`config.mk`:
```
export PLATFORM = sky130hd
export DESIGN_NAME = tag_mem_unit
export DESIGN_NICKNAME = d
export VERILOG_FILES = /design/src/rtl/tagunit_pkg.sv /design/src/rtl/tag_ctrl.sv /design/src/rtl/tag_dpath.sv /design/src/rtl/tag_mem_unit.sv
export SDC_FILE = /design/constraint.sdc
export NUM_CORES = 1
export LEC_CHECK = 0
export BUFFER_PORTS_ARGS = -buffer_cell sky130_fd_sc_hd__buf_2
export CAP_MARGIN = 40
export CORE_MARGIN = 1
export CORE_UTILIZATION = 49
export DETAILED_ROUTE_END_ITERATION = 6
export GPL_ROUTABILITY_DRIVEN = 0
export HOLD_SLACK_MARGIN = 0.1
export PLACE_DENSITY_LB_ADDON = 0.2
export SYNTH_ARGS = -nofsm -noshare
export SYNTH_HDL_FRONTEND = slang
export SYNTH_SLANG_ARGS = --single-unit
```
`constraint.sdc`:
```
create_clock -name clk -period 2.9 [get_ports clk]
set_input_delay 0 -clock clk [delete_from_list [all_inputs] [get_ports clk]]
set_output_delay 0 -clock clk [all_outputs]
set_load 0.005 [all_outputs]
```
`src/rtl/tagunit_pkg.sv`:
```
package tagunit_pkg;
  localparam int TAG_W      = 4;
  localparam int BYTE_SHIFT = 5;
  localparam int BULK_BYTES = 8;
  localparam int WORD_W     = 64;
  localparam int TAG_LSB    = 56;

  typedef enum logic [2:0] {
    OP_LOAD_ONE   = 3'd0,
    OP_STORE_ONE  = 3'd1,
    OP_STORE_PAIR = 3'd2,
    OP_BULK_LOAD  = 3'd3,
    OP_BULK_STORE = 3'd4,
    OP_FILL       = 3'd5
  } tagOp_e;

  typedef struct packed {
    logic latch;
    logic rdEn;
    logic wrEn;
    logic capture;
  } ctlStrobe_t;
endpackage

```
`src/rtl/tag_ctrl.sv`:
```
module tag_ctrl
  import tagunit_pkg::*;
#(
  parameter int STEP_W     = 3,
  parameter int FILL_BYTES = 2
) (
  input  logic              clk,
  input  logic              rstN,
  input  logic              reqValid,
  input  logic [2:0]        reqOp,
  input  logic [4:0]        reqLow,
  output ctlStrobe_t        strb,
  output logic [STEP_W-1:0] stepIdx,
  output logic              busy,
  output logic              done,
  output logic              fault
);
  typedef enum logic [2:0] {ST_IDLE, ST_RD, ST_USE, ST_WR, ST_FIN} state_e;

  state_e state;
  logic [STEP_W-1:0] idxQ, lastQ;
  logic wrModeQ, faultQ;

  logic accept, useRead, useWrite, known, misStore;
  logic [STEP_W-1:0] lastStep;

  assign accept = reqValid && (state == ST_IDLE);

  always_comb begin
    useRead  = 1'b0;
    useWrite = 1'b0;
    known    = 1'b1;
    lastStep = '0;
    misStore = 1'b0;
    case (reqOp)
      OP_LOAD_ONE: useRead = 1'b1;
      OP_STORE_ONE: begin
        useRead  = 1'b1;
        useWrite = 1'b1;
        misStore = (reqLow[3:0] != 4'd0);
      end
      OP_STORE_PAIR: begin
        useRead  = reqLow[4];
        useWrite = 1'b1;
        lastStep = reqLow[4] ? STEP_W'(1) : '0;
        misStore = (reqLow[3:0] != 4'd0);
      end
      OP_BULK_LOAD: begin
        useRead  = 1'b1;
        lastStep = STEP_W'(BULK_BYTES - 1);
      end
      OP_BULK_STORE: begin
        useWrite = 1'b1;
        lastStep = STEP_W'(BULK_BYTES - 1);
      end
      OP_FILL: begin
        useWrite = 1'b1;
        lastStep = STEP_W'(FILL_BYTES - 1);
      end
      default: known = 1'b0;
    endcase
  end

  always_ff @(posedge clk) begin
    if (!rstN) begin
      state   <= ST_IDLE;
      idxQ    <= '0;
      lastQ   <= '0;
      wrModeQ <= 1'b0;
      faultQ  <= 1'b0;
    end else begin
      case (state)
        ST_IDLE: if (accept) begin
          idxQ    <= '0;
          lastQ   <= lastStep;
          wrModeQ <= useWrite;
          faultQ  <= misStore;
          if (misStore || !known) state <= ST_FIN;
          else if (useRead)       state <= ST_RD;
          else                    state <= ST_WR;
        end
        ST_RD: state <= ST_USE;
        ST_USE: begin
          if (idxQ == lastQ) state <= ST_FIN;
          else begin
            idxQ  <= idxQ + 1'b1;
            state <= ST_RD;
          end
        end
        ST_WR: begin
          if (idxQ == lastQ) state <= ST_FIN;
          else idxQ <= idxQ + 1'b1;
        end
        default: state <= ST_IDLE;
      endcase
    end
  end

  always_comb begin
    strb.latch   = accept;
    strb.rdEn    = (state == ST_RD);
    strb.wrEn    = (state == ST_WR) || ((state == ST_USE) && wrModeQ);
    strb.capture = (state == ST_USE);
  end

  assign stepIdx = idxQ;
  assign busy    = (state != ST_IDLE);
  assign done    = (state == ST_FIN);
  assign fault   = done && faultQ;

  assert_done_pulse_R2: assert property (@(posedge clk) disable iff (!rstN)
    done |=> (!done && !busy));
  assert_fault_with_done_R4: assert property (@(posedge clk) disable iff (!rstN)
    fault |-> done);
  assert_misaligned_no_write_R4: assert property (@(posedge clk) disable iff (!rstN)
    (accept && misStore) |=> (done && fault && !strb.wrEn));
  assert_rd_wr_exclusive_R13: assert property (@(posedge clk) disable iff (!rstN)
    !(strb.rdEn && strb.wrEn));
endmodule

```
`src/rtl/tag_dpath.sv`:
```
module tag_dpath
  import tagunit_pkg::*;
#(
  parameter int ADDR_W     = 32,
  parameter int STEP_W     = 3,
  parameter int FILL_BYTES = 2
) (
  input  logic                      clk,
  input  logic                      rstN,
  input  ctlStrobe_t                strb,
  input  logic [STEP_W-1:0]         stepIdx,
  input  logic [2:0]                reqOp,
  input  logic [ADDR_W-1:0]         reqAddr,
  input  logic [TAG_W-1:0]          reqTag,
  input  logic [WORD_W-1:0]         reqData,
  input  logic [7:0]                ramRdata,
  output logic [ADDR_W-BYTE_SHIFT-1:0] ramAddr,
  output logic [7:0]                ramWdata,
  output logic [WORD_W-1:0]         respData
);
  localparam int RAM_AW = ADDR_W - BYTE_SHIFT;
  localparam logic [RAM_AW-1:0] BULK_MASK = ~RAM_AW'(BULK_BYTES - 1);
  localparam logic [RAM_AW-1:0] FILL_MASK = ~RAM_AW'(FILL_BYTES - 1);

  logic [2:0]          opQ;
  logic [ADDR_W-1:0]   addrQ;
  logic [TAG_W-1:0]    tagQ;
  logic [WORD_W-1:0]   dataQ, respQ;
  logic [RAM_AW-1:0]   byteAddr, baseAddr;
  logic                hiSel;
  logic [TAG_W-1:0]    rdNib;
  logic [5:0]          laneLsb;

  always_ff @(posedge clk) begin
    if (!rstN) begin
      opQ   <= '0;
      addrQ <= '0;
      tagQ  <= '0;
      dataQ <= '0;
    end else if (strb.latch) begin
      opQ   <= reqOp;
      addrQ <= reqAddr;
      tagQ  <= reqTag;
      dataQ <= reqData;
    end
  end

  assign byteAddr = addrQ[ADDR_W-1:BYTE_SHIFT];
  assign hiSel    = addrQ[4] ^ stepIdx[0];
  assign rdNib    = addrQ[4] ? ramRdata[7:4] : ramRdata[3:0];
  assign laneLsb  = {stepIdx[2:0], 3'b000};

  always_comb begin
    case (opQ)
      OP_BULK_LOAD, OP_BULK_STORE: baseAddr = byteAddr & BULK_MASK;
      OP_FILL:                     baseAddr = byteAddr & FILL_MASK;
      default:                     baseAddr = byteAddr;
    endcase
  end

  assign ramAddr = baseAddr + RAM_AW'(stepIdx);

  always_comb begin
    case (opQ)
      OP_BULK_STORE: ramWdata = dataQ[laneLsb +: 8];
      OP_FILL:       ramWdata = {dataQ[3:0], dataQ[3:0]};
      OP_STORE_PAIR: ramWdata = addrQ[4]
                       ? (hiSel ? {tagQ, ramRdata[3:0]} : {ramRdata[7:4], tagQ})
                       : {tagQ, tagQ};
      default:       ramWdata = hiSel ? {tagQ, ramRdata[3:0]} : {ramRdata[7:4], tagQ};
    endcase
  end

  always_ff @(posedge clk) begin
    if (!rstN) respQ <= '0;
    else if (strb.capture) begin
      if (opQ == OP_LOAD_ONE)
        respQ <= {dataQ[WORD_W-1:TAG_LSB+TAG_W], rdNib, dataQ[TAG_LSB-1:0]};
      else if (opQ == OP_BULK_LOAD)
        respQ[laneLsb +: 8] <= ramRdata;
    end
  end

  assign respData = respQ;

  assert_rmw_same_byte_R13: assert property (@(posedge clk) disable iff (!rstN)
    (strb.wrEn && $past(strb.rdEn)) |-> (ramAddr == $past(ramAddr)));
  assert_pair_even_replicated_R7: assert property (@(posedge clk) disable iff (!rstN)
    (strb.wrEn && opQ == OP_STORE_PAIR && !addrQ[4]) |-> (ramWdata[7:4] == ramWdata[3:0]));
  assert_fill_replicated_R11: assert property (@(posedge clk) disable iff (!rstN)
    (strb.wrEn && opQ == OP_FILL) |-> (ramWdata[7:4] == ramWdata[3:0]));
  assert_bulk_lane_order_R9: assert property (@(posedge clk) disable iff (!rstN)
    ((strb.rdEn || strb.wrEn) && (opQ == OP_BULK_LOAD || opQ == OP_BULK_STORE))
      |-> (ramAddr[2:0] == stepIdx[2:0]));
endmodule

```
`src/rtl/tag_mem_unit.sv`:
```
module tag_mem_unit
  import tagunit_pkg::*;
#(
  parameter int ADDR_W   = 32,
  parameter int ZB_BYTES = 64
) (
  input  logic                 clk,
  input  logic                 rstN,
  input  logic                 reqValid,
  input  logic [2:0]           reqOp,
  input  logic [ADDR_W-1:0]    reqAddr,
  input  logic [3:0]           reqTag,
  input  logic [63:0]          reqData,
  output logic                 busy,
  output logic                 done,
  output logic                 fault,
  output logic [63:0]          respData,
  output logic [ADDR_W-6:0]    ramAddr,
  output logic                 ramRdEn,
  output logic                 ramWrEn,
  output logic [7:0]           ramWdata,
  input  logic [7:0]           ramRdata
);
  localparam int FILL_BYTES = ZB_BYTES >> BYTE_SHIFT;
  localparam int MAX_STEPS  = (FILL_BYTES > BULK_BYTES) ? FILL_BYTES : BULK_BYTES;
  localparam int STEP_W     = $clog2(MAX_STEPS);

  ctlStrobe_t        strb;
  logic [STEP_W-1:0] stepIdx;

  tag_ctrl #(.STEP_W(STEP_W), .FILL_BYTES(FILL_BYTES)) u_ctrl (
    .clk(clk), .rstN(rstN), .reqValid(reqValid), .reqOp(reqOp),
    .reqLow(reqAddr[4:0]), .strb(strb), .stepIdx(stepIdx),
    .busy(busy), .done(done), .fault(fault)
  );

  tag_dpath #(.ADDR_W(ADDR_W), .STEP_W(STEP_W), .FILL_BYTES(FILL_BYTES)) u_dpath (
    .clk(clk), .rstN(rstN), .strb(strb), .stepIdx(stepIdx), .reqOp(reqOp),
    .reqAddr(reqAddr), .reqTag(reqTag), .reqData(reqData), .ramRdata(ramRdata),
    .ramAddr(ramAddr), .ramWdata(ramWdata), .respData(respData)
  );

  assign ramRdEn = strb.rdEn;
  assign ramWrEn = strb.wrEn;
endmodule

```
==> metrics.md, run 1 <==
| Metric | Value |
|---|---|
| Status | `complete, no violations` |
| Crit path required time | `3.28 ns` |
| Crit path max fanout | `11` |
| Seq/Total Area, Yosys | `39.1%` |
| Library cells used by synthesis | `74` |
| Reg2Reg Depth | `9` |
| Post-Synthesis Cells | `1,083` |
| Pwr/cell area | `558 nW/µm²` |
| Min-Delay Path Class | `primary input to flip-flop` |
| DR iter-0 viols | `842` |
| Total Die Area | `18,600 µm²` |
| Crit share post-route | `a little over nine tenths` |
| Worst reg2reg path endpoint | `u_dpath.respData[21]` |
| Pint | `between 0.004 and 0.005 W` |
| CP arrival | `3.17 ns` |
| Final Hold Vio Count | `0` |
| Slowest cell on crit path | `dlygate4sd3_1` |
| RSZ-0062 raised after global routing | `yes` |
| Worst reg-to-reg setup slack | `0.11 ns` |
| Syn nets | `1,207` |
| Fmax | `between 300 and 400 MHz` |
| Clock-pin slew on the worst setup and hold paths | `0.07 ns` |
| Largest net degree at the start of global routing | `74` |
| Post-layout min period | `2.79 ns` |
| Post-synthesis async set-or-reset flop share | `0%` |
| Ys flop type | `dfxtp_1` |
| Slew margin rel. | `39.8%` |
| Min-delay src | `reqAddr[1]` |
| CP Cell Sequence | `inv_1 -> ha_1 -> ha_1 -> buf_4 -> o311a_1 -> o211a_2 -> o21ai_0 -> a31oi_1 -> dlygate4sd3_1` |
| Critical path endpoint category | `flip-flop` |
| Site row count | `between 40 and 50` |
| Root buffer cell | `clkbuf_16` |
| Total gr overflow | `0` |
| Reg2reg start | `u_ctrl.stepIdx[0]` |
| Crit path from | `u_ctrl.stepIdx[0]` |
| Fin Hold WS | `between 0.1 and 0.15 ns` |
| Post-Place Setup Slack | `0.297 ns` |
| Clock network power share | `a little under two fifths` |
| Overall Power | `0.00665 W` |
| MaxCap Viol Count | `0` |
| CTS tree | `built` |
| Vias in the first global route | `8,574` |
| DIE HEIGHT | `136 µm` |
| Switching Fraction | `31.2%` |
| TritonCTS Buffers | `17` |
| Sw Pwr | `0.00208 W` |
| CP startpoint kind | `flip-flop` |
| Post-Layout Cell Count | `around 1,600` |
| Setup WS post-layout | `0.108 ns` |
| Antenna Nets Post-Route | `0` |
| VDD IR max | `0.000425 V` |
| Global-route wire length before repair | `45,900 µm` |
| Synth-to-Final Area Change | `34.3%` |
| Nets | `approximately 1,500` |
| Vias per cell | `5.86` |
| Clock Skew | `0.0161 ns` |
| Syn Area/Cell | `8.18 µm²` |
| H-tree depth | `4` |
| Clk_lat worst skew | `~0.44 ns` |
| # placed instances | `between 1,000 and 1,500` |
| Slowest stage delay, CP | `0.57 ns` |
| Post-Route WL | `30,200 µm` |
| Chip width | `about 140 µm` |
| Boundary Pins | `218` |
| Final setup vio count | `0` |
| CP most frequent cell | `ha_1` |
| Total Routing Usage GR | `32.4%` |
| Initial Util | `approximately half` |
| Core box area | `17,500 µm²` |
| Util after Layout | `68.1%` |
| Worst Hold End | `u_ctrl.state[1]` |
| Slew Viols, Final | `0` |
| Clk sinks | `173` |
| Multi-input gate area | `4970 µm²` |
| DR vias | `between 9,000 and 10,000` |
| IO buf count | `approximately 220` |
| Share of cells above drive strength 1 | `24.5%` |
| Sequential group share of total power | `between 40% and 50%` |
| Leak Pwr | `4.95 nW` |
| Crit Path Category | `flip-flop to flip-flop` |
| Fill count | `1,358` |
| Detailed Routing Iterations Pass 1 | `5` |
| Cell Area, Synth | `around 8900 µm²` |
| WL per Instance | `approximately 19 µm` |
| Hold Crit Depth | `5` |
| Worst slew pin tran | `around 0.90 ns` |
| DP HPWL | `19,800 µm` |
| Critical path buffers and inverters | `3` |
| Comb pwr share | `a little over a fifth` |
| Synth warn | `0` |
| Drt drc | `0` |
| Inserted Diodes | `0` |
| Seq cells post-synth | `173` |
| CP delay by family, top | `compound AO/OA/AOI/OAI gates` |
| Initial antenna violation count | `0` |
| Post-synth EDFFs | `0` |
| CTS Buffer Depth | `2` |
| Sequential Area | `3470 µm²` |
[synth_stat cells (3+ instances only)]
cell      number  area share, %
a22oi_1       14            1.2
nand4_1        7           0.49
nor3b_1        6           0.51
mux2i_1       15            1.7
xnor2_1       11            1.1
mux4_2        16            4.1
buf_6          5           0.64
nor2_1        48            2.0
o21ai_0       16           0.90
and3_1         5           0.35
o221ai_1       7           0.69
a211oi_1      18            1.5
buf_1          8           0.34
nand3_1       20            1.1
a31o_2         3           0.30
buf_2         25            1.4
xor2_1        18            1.8
nor4b_1        5           0.49
inv_1         12           0.51
mux2_2         5           0.64
o21bai_1       3           0.25
a222oi_1       3           0.34
clkbuf_1      51            2.2
a211oi_2       4           0.56
nand2_1      234            9.9
buf_4          8           0.68
a311oi_2       4           0.68
nor4_1        16            1.1
dfxtp_1      173             39
a31oi_1        3           0.21
nor2b_1        4           0.28
ha_1           9            1.3
a21oi_1      180             10
o21ai_1        7           0.40
a221oi_1      16            1.6
nor3_1        15           0.85
and2_1        14           0.99
and4_1         3           0.30
o311a_1        3           0.34
a311oi_1      15            1.5
or3_1          4           0.28
nand2b_1       9           0.64
o211ai_1       5           0.42
[cell usage in the layout (no fill, tap or decap), types with 16 or more instances in the layout]
cell type      instances
dlygate4sd3_1        116
nor2_1                47
buf_2                217
nand2_1              234
dfxtp_1              171
xor2_1                18
mux4_2                16
a21oi_1              180
nand3_1               20
clkbuf_16             17
a221oi_1              16
a211oi_1              18
buf_4                 25
[state kept, by name, indices dropped and copies added (netlist names)]
signal            flops
u_dpath.tagQ          4
u_ctrl.lastQ          2
u_dpath.respData     64
u_dpath.opQ           3
u_ctrl.wrModeQ        1
u_dpath.dataQ        64
u_ctrl.state          3
u_ctrl.stepIdx        3
u_dpath.addrQ        28
u_ctrl.faultQ         1
[worst register-to-register path, cell delays in order, from the launching register on]
cell and delay [ns]:
dfxtp_2 0.42, inv_1 0.13, ha_1 0.23, ha_1 0.30
buf_4 0.16, o311a_1 0.29, o211a_2 0.36, o21ai_0 0.12
a31oi_1 0.16, dlygate4sd3_1 0.57
[logic make-up after synthesis]
group                    share of synthesized area [%]
adder cells (fa/ha/maj)                           1.50
AO/OA/AOI/OAI                                     23.0
AND/OR/NAND/NOR                                   21.1
multiplexers                                      6.39
buffers and inverters                             5.87
flip-flops                                        39.1
XOR/XNOR                                          3.05
[power groups by stage]
stage | Sequential (W) | Combinational (W) | Clock (W)
after global placement | 0.00278 | 0.00127 | 0
after global routing | 0.00276 | 0.00157 | 0.00257
after CTS | 0.00273 | 0.00141 | 0.00247
final | 0.00274 | 0.00145 | 0.00246
after floorplan | 0.00271 | 0.000890 | 0
after detailed placement | 0.00278 | 0.00128 | 0
[worst max path at each step]
stage,slack [ns],endpoint,depth (start not counted)
final,0.11,u_dpath.respData[21],9
after CTS,0.03,ramAddr[20],13
after global routing,-0.04,ramAddr[20],12
after floorplan,0.11,u_dpath.respData[37],12
after detailed placement,0.30,ramAddr[24],10
after global placement,0.42,ramAddr[18],10
[stage by stage]
step           setup TNS [ns]  area [µm²]
5_1_grt               -0.0989       11900
3_3_place_gp                0       10000
4_1_cts                     0       11800
2_1_floorplan               0        8880
6_report                    0       11900
3_5_place_dp                0       10000
[per-layer routing]
layer / global-route usage (%) / part of all wire [%] / up-vias
li1: - / - / 4436
met1: 43.9 / 42 / 4409
met2: 49.7 / 45 / 474
met3: 6.19 / 8.8 / 87
met4: 15.0 / 3.8 / 0
met5: 0 / 0 / -
[area by class of cell]
cell class                      count  area share, %
Timing Repair Buffer              362           21.1
Inverter                           14          0.462
Clock inverter                     14           1.67
Multi-Input combinational cell    798           41.7
Sequential cell                   173           29.1
Tap cell                          225           2.36
Clock buffer                       18           3.61
[timing repair]
action,in CTS,in global routing
endpoints found under the setup margin,10,14
resized for setup,5,9
cloned,0,0
hold endpoints to repair,138,0
buffers inserted,1,3
pin swaps,2,3
hold buffers,116,0
No activity file was read; power rests on OpenSTA's default activity.
==> inputs of run 2 (changes only) <==
- BUFFER_PORTS_ARGS: -buffer_cell sky130_fd_sc_hd__buf_2 -> not set
- CORE_UTILIZATION: 49 -> 58
- DONT_BUFFER_PORTS: not set -> 1
==> metrics.md, run 2 (synthesized netlist as in run 1, its figures left out) <==
| Metric | Value |
|---|---|
| Clk_lat worst skew | `0.44 ns (about the same)` |
| # placed instances | `1,196 (was 1,452)` |
| H-tree depth | `4 (unchanged)` |
| Pwr/cell area | `589 nW/µm² (was 558 nW/µm²)` |
| Crit path from | `u_ctrl.stepIdx[0] (unchanged)` |
| Total Routing Usage GR | `37.2% (was 32.4%)` |
| Vias in the first global route | `8,314 (was 8,574)` |
| DR WL met2 | `13,200 µm (was 13,700 µm)` |
| Highest routed layer | `met4 (unchanged)` |
| Clk sinks | `173 (unchanged)` |
| DR vias | `8,712 (was 9,406)` |
| RSZ-0062 raised after global routing | `no (was yes)` |
| Nets | `1,287 (was 1,490)` |
| Synth-to-Final Area Change | `22.6% (was 34.3%)` |
| Final Hold Vio Count | `0 (unchanged)` |
| Core box area | `14,700 µm² (was 17,500 µm²)` |
| Leak Pwr | `3.99 nW (was 4.95 nW)` |
| Failing checks | `design-rule violations` |
| DR iter-0 viols | `842 (unchanged)` |
| TNS Setup | `0 ns (unchanged)` |
| Commonest non-fill, non-tap cell in the layout | `nand2_1 (unchanged)` |
| TritonCTS Buffers | `17 (unchanged)` |
| Drt drc | `13 (was 0)` |
| Largest net degree at the start of global routing | `95 (was 74)` |
| Sequential Area | `3470 µm² (unchanged)` |
| WL per Instance | `21.6 µm (was 18.8 µm)` |
| Slew Viols, Final | `0 (unchanged)` |
| Total Die Area | `15,800 µm² (was 18,600 µm²)` |
| Antenna Nets Post-Route | `0 (unchanged)` |
| Setup WS post-layout | `0.0650 ns (was 0.108 ns)` |
| Total gr overflow | `0 (unchanged)` |
| Post-layout min period | `2.83 ns (was 2.79 ns)` |
| Fmax | `353 MHz (was 358 MHz)` |
| DP HPWL | `18,600 µm (was 19,800 µm)` |
| Vias per cell | `6.40 (was 5.86)` |
| IO buf count | `0 (was 217)` |
| DIE HEIGHT | `126 µm (was 136 µm)` |
| Crit share post-route | `97.8% (was 96.3%)` |
| Min-Delay Path Class | `primary input to flip-flop (unchanged)` |
| Initial antenna violation count | `1 (was 0)` |
| Clock-pin slew on the worst setup and hold paths | `0.07 ns (about the same)` |
| Critical path endpoint category | `flip-flop (unchanged)` |
| Crit Path Category | `flip-flop to flip-flop (unchanged)` |
| Multi-input gate area | `4960 µm² (was 4970 µm²)` |
| Crit path required time | `3.28 ns (about the same)` |
| CTS tree | `built (unchanged)` |
| WL met3 | `3320 µm (was 2640 µm)` |
| Crit path max fanout | `8 (was 11)` |
| Min-delay src | `reqAddr[3] (was reqAddr[1])` |
| Post-Layout Cell Count | `1,361 (was 1,604)` |
| Worst reg-to-reg setup slack | `0.07 ns (was 0.11 ns)` |
| Metal-1 WL | `11,500 µm (was 12,700 µm)` |
| Status | `finished with violations (was complete, no violations)` |
| Share of cells above drive strength 1 | `10.0% (was 24.5%)` |
| Clock Skew | `0.0126 ns (was 0.0161 ns)` |
| Global-route wire length before repair | `45,300 µm (was 45,900 µm)` |
| Initial Util | `60.3% (was 50.7%)` |
| CP startpoint kind | `flip-flop (unchanged)` |
| CTS Buffer Depth | `2 (unchanged)` |
| Chip width | `126 µm (was 136 µm)` |
| Reg2reg start | `u_ctrl.stepIdx[0] (unchanged)` |
| VDD IR max | `0.000462 V (was 0.000425 V)` |
| Post-Place Setup Slack | `0.247 ns (was 0.297 ns)` |
| Root buffer cell | `clkbuf_16 (unchanged)` |
| Fill count | `1,052 (was 1,358)` |
| Worst slew pin tran | `0.902 ns (was 0.903 ns)` |
| Final setup vio count | `0 (unchanged)` |
| Detailed Routing Iterations Pass 1 | `7 (was 5)` |
| Highest-count cells in the layout ignoring fill and taps | `234 x nand2_1, 180 x a21oi_1, 171 x dfxtp_1 (was 234 x nand2_1, 217 x buf_2, 180 x a21oi_1)` |
| CP arrival | `3.21 ns (was 3.17 ns)` |
| Site row count | `44 (was 48)` |
| MaxCap Viol Count | `0 (unchanged)` |
| Boundary Pins | `218 (unchanged)` |
| Slew margin rel. | `39.9% (was 39.8%)` |
| Post-Route WL | `29,400 µm (was 30,200 µm)` |
==> run 2: report_power, final <==
part           switching [W]  total, W  internal (W)  leakage [nW]
sequential          0.000207   0.00276       0.00255          1.41
clock               0.000998   0.00236       0.00136         0.289
combinational       0.000763   0.00128      0.000518          2.29
==> run 2: final timing paths <==
| check | cells past startpoint | to |
|---|---|---|
| worst max-delay path | 9 | u_dpath.respData[25] |
| worst min-delay path | 4 | u_ctrl.state[2] |
| worst max register to register | 9 | u_dpath.respData[25] |
| worst min register to register | 2 | u_dpath.addrQ[7] |
==> run 2: area by class of cell <==
| cell class | count | share of cell area [%] |
|---|---|---|
| well taps | 184 | 2.12 |
| diodes | 1 | 0.0230 |
| multi-input cells | 798 | 45.6 |
| repair buffers | 159 | 14.3 |
| flip-flops and latches | 173 | 31.9 |
| inverters | 14 | 0.506 |
| clock buffers | 23 | 4.40 |
| clock inverters | 9 | 1.14 |
==> run 2: routing by layer <==
metal  GRT usage, %  vias up
li1               -     4035
met1           47.8     4076
met2           56.9      515
met3           10.2       86
met4           20.3        0
met5              0        -
==> run 2: timing repair <==
action | in CTS | in global routing
hold buffers | 131 | 0
setup endpoints to repair | 11 | 12
setup buffers | 0 | 1
hold endpoints to repair | 171 | 0
pin swaps | 2 | 1
gates resized for setup | 3 | 8
==> run 2: worst max-delay path, cell delays in order, from the launching register on <==
cell and delay (ns):
dfxtp_2 0.35, inv_1 0.10, ha_1 0.22, ha_1 0.48, o311ai_0 0.24, a211oi_1 0.38, buf_4 0.22, o21ai_0 0.07
nor2_1 0.15, dlygate4sd3_1 0.58
==> run 2: per-stage QoR <==
stage / power, W / util, % / cell area [µm²] / hold WS (ns)
3_5_place_dp: 0.00386 / 60.5 / 8900 / 0.143
6_report: 0.00640 / 74.0 / 10900 / 0.101
3_3_place_gp: 0.00385 / 60.5 / 8900 / 0.138
2_1_floorplan: 0.00360 / - / 8880 / 0.136
4_1_cts: 0.00635 / 73.6 / 10800 / 0.100
5_1_grt: 0.00663 / 74.0 / 10900 / 0.213
==> inputs of run 3 (changes only) <==
- CAP_MARGIN: 40 -> 5
- CORE_UTILIZATION: 58 -> 60
- CTS_BUF_LIST: not set -> sky130_fd_sc_hd__clkbuf_4
- PLACE_DENSITY: not set -> 0.79
- PLACE_DENSITY_LB_ADDON: 0.2 -> not set
==> metrics.md, run 3 (synthesized netlist as in run 1, its figures left out) <==
| Metric | Value |
|---|---|
| Total gr overflow | `0 (unchanged)` |
| DP HPWL | `18,600 µm (about the same)` |
| Slew margin rel. | `38.7% (was 39.9%)` |
| Root buffer cell | `clkbuf_4 (was clkbuf_16)` |
| Worst slew pin tran | `0.916 ns (was 0.902 ns)` |
| Post-Place Setup Slack | `0.221 ns (was 0.247 ns)` |
| Post-Route WL | `34,400 µm (was 29,400 µm)` |
| Clock Skew | `0.0282 ns (was 0.0126 ns)` |
| Final Hold Vio Count | `0 (unchanged)` |
| Nets | `1,365 (was 1,287)` |
| Fmax | `344 MHz (was 353 MHz)` |
| Reg2Reg Depth | `9 (unchanged)` |
| IO buf count | `0 (unchanged)` |
| Detailed Routing Iterations Pass 1 | `7 (unchanged)` |
| VDD IR max | `0.000400 V (was 0.000462 V)` |
| Crit path capture | `ramAddr[5] (was u_dpath.respData[25])` |
| Min-delay src | `reqData[55] (was reqAddr[3])` |
| Share of cells above drive strength 1 | `11.6% (was 10.0%)` |
| TritonCTS Buffers | `17 (unchanged)` |
| Worst reg-to-reg setup slack | `0.01 ns (was 0.07 ns)` |
| Chip width | `124 µm (was 126 µm)` |
| Clock-pin slew on the worst setup and hold paths | `0.17 ns (was 0.07 ns)` |
| Crit path from | `u_dpath.opQ[1] (was u_ctrl.stepIdx[0])` |
| Boundary Pins | `218 (unchanged)` |
| RSZ-0062 raised after global routing | `yes (was no)` |
| Final setup vio count | `1 (was 0)` |
| Vias per cell | `6.85 (was 6.40)` |
| Crit path required time | `2.90 ns (was 3.28 ns)` |
| Antenna Nets Post-Route | `0 (unchanged)` |
| Vias in the first global route | `9,272 (was 8,314)` |
| Global-route wire length before repair | `50,000 µm (was 45,300 µm)` |
| Post-layout min period | `2.91 ns (was 2.83 ns)` |
| Crit Path Category | `flip-flop to output port (was flip-flop to flip-flop)` |
| WL per Instance | `23.9 µm (was 21.6 µm)` |
| Highest-count cells in the layout ignoring fill and taps | `232 x nand2_1, 199 x dlygate4sd3_1, 179 x a21oi_1 (was 234 x nand2_1, 180 x a21oi_1, 171 x dfxtp_1)` |
| Fin Hold WS | `0.116 ns (was 0.101 ns)` |
| Clk sinks | `173 (unchanged)` |
| Pwr/cell area | `518 nW/µm² (was 589 nW/µm²)` |
| Min-Delay Path Class | `primary input to flip-flop (unchanged)` |
| Total Routing Usage GR | `44.0% (was 37.2%)` |
| Clk_lat worst skew | `0.62 ns (was 0.44 ns)` |
| Initial Util | `61.2% (was 60.3%)` |
| Overall Power | `0.00598 W (was 0.00640 W)` |
| H-tree depth | `4 (unchanged)` |
| Drt drc | `14 (was 13)` |
| DR iter-0 viols | `1,290 (was 842)` |
| CTS tree | `built (unchanged)` |
| CTS Buffer Depth | `2 (unchanged)` |
| Worst reg2reg path endpoint | `u_dpath.respData[27] (was u_dpath.respData[25])` |
| Leak Pwr | `4.16 nW (was 3.99 nW)` |
| Status | `finished with violations (unchanged)` |
| DR vias | `9,867 (was 8,712)` |
| CP arrival | `2.91 ns (was 3.21 ns)` |
| Slew Viols, Final | `0 (unchanged)` |
| Critical path endpoint category | `output port (was flip-flop)` |
| Site row count | `44 (unchanged)` |
| Commonest non-fill, non-tap cell in the layout | `nand2_1 (unchanged)` |
| DIE HEIGHT | `124 µm (was 126 µm)` |
| Core box area | `14,500 µm² (was 14,700 µm²)` |
| MaxCap Viol Count | `0 (unchanged)` |
| Largest net degree at the start of global routing | `70 (was 95)` |
| Setup WS post-layout | `-0.0105 ns (was 0.0650 ns)` |
| Total Die Area | `15,300 µm² (was 15,800 µm²)` |
| Synth-to-Final Area Change | `30.2% (was 22.6%)` |
| Reg2reg start | `u_dpath.opQ[0] (was u_ctrl.stepIdx[0])` |
| Initial antenna violation count | `4 (was 1)` |
| Crit share post-route | `100% (was 97.8%)` |
| Crit path max fanout | `10 (was 8)` |
| CP startpoint kind | `flip-flop (unchanged)` |
| Failing checks | `design-rule violations, negative setup slack (was design-rule violations)` |
## run 3: cell type report
class | count | area, µm²
Clock buffer | 18 | 135
Inverter | 14 | 55.1
Fill cell | 835 | 2940
Clock inverter | 13 | 213
Tap cell | 184 | 230
Multi-Input combinational cell | 798 | 5080
Timing Repair Buffer | 237 | 2350
Antenna cell | 4 | 10.0
Sequential cell | 173 | 3470
## run 3: per-stage QoR
step,cell area (µm²),utilization (%),instances,setup TNS (ns)
detailed placement,8890,61.4,1195,0
CTS,11200,77.7,1424,0
global placement,8890,61.4,1195,0
floorplan,8880,-,1083,0
global route,11500,79.7,1441,-0.311
finish,11500,79.7,1441,-0.0105
## run 3: worst min-delay path by stage
stage                        end  slack [ns]  cells past startpoint
6_report       u_dpath.dataQ[55]        0.12                      3
5_1_grt        u_dpath.addrQ[11]        0.11                      3
4_1_cts        u_dpath.addrQ[10]        0.10                      3
3_5_place_dp   u_dpath.dataQ[16]        0.14                      2
3_3_place_gp     u_dpath.tagQ[0]        0.14                      2
2_1_floorplan   u_dpath.addrQ[7]        0.14                      2
## run 3: layer usage
| metal | GRT usage [%] | part of all wire [%] | wire length (µm) | vias to the layer above |
|---|---|---|---|---|
| li1 | - | - | - | 4196 |
| met1 | 52.1 | 33 | 11400 | 4459 |
| met2 | 66.5 | 43 | 14900 | 918 |
| met3 | 17.0 | 15 | 5070 | 294 |
| met4 | 28.3 | 8.9 | 3050 | 0 |
| met5 | 0 | 0 | 0 | - |
## run 3: repair_timing
item                       in CTS  in global routing
cloned                          0                  1
setup endpoints to repair      23                 29
buffers inserted                0                 11
hold buffers                  198                  1
pin swaps                       1                 12
gates resized for setup         8                 38
hold endpoints to repair      173                  1
## run 3: power breakdown
part	internal, W	total (W)	leakage [nW]	switching, W
Clock	0.000785	0.00169	0.184	0.000902
Combinational	0.000656	0.00152	2.56	0.000864
Sequential	0.00255	0.00278	1.42	0.000222
## run 3: critical path: stages (launching register included)
cell      delay [ns]
dfxtp_2         0.37
buf_6           0.16
nand2_2         0.07
nor2_2          0.14
nor2_2          0.07
and2_1          0.18
ha_1            0.30
a21o_1          0.20
a21oi_2         0.21
clkbuf_4        0.25
nor2_1          0.08
xor2_1          0.29
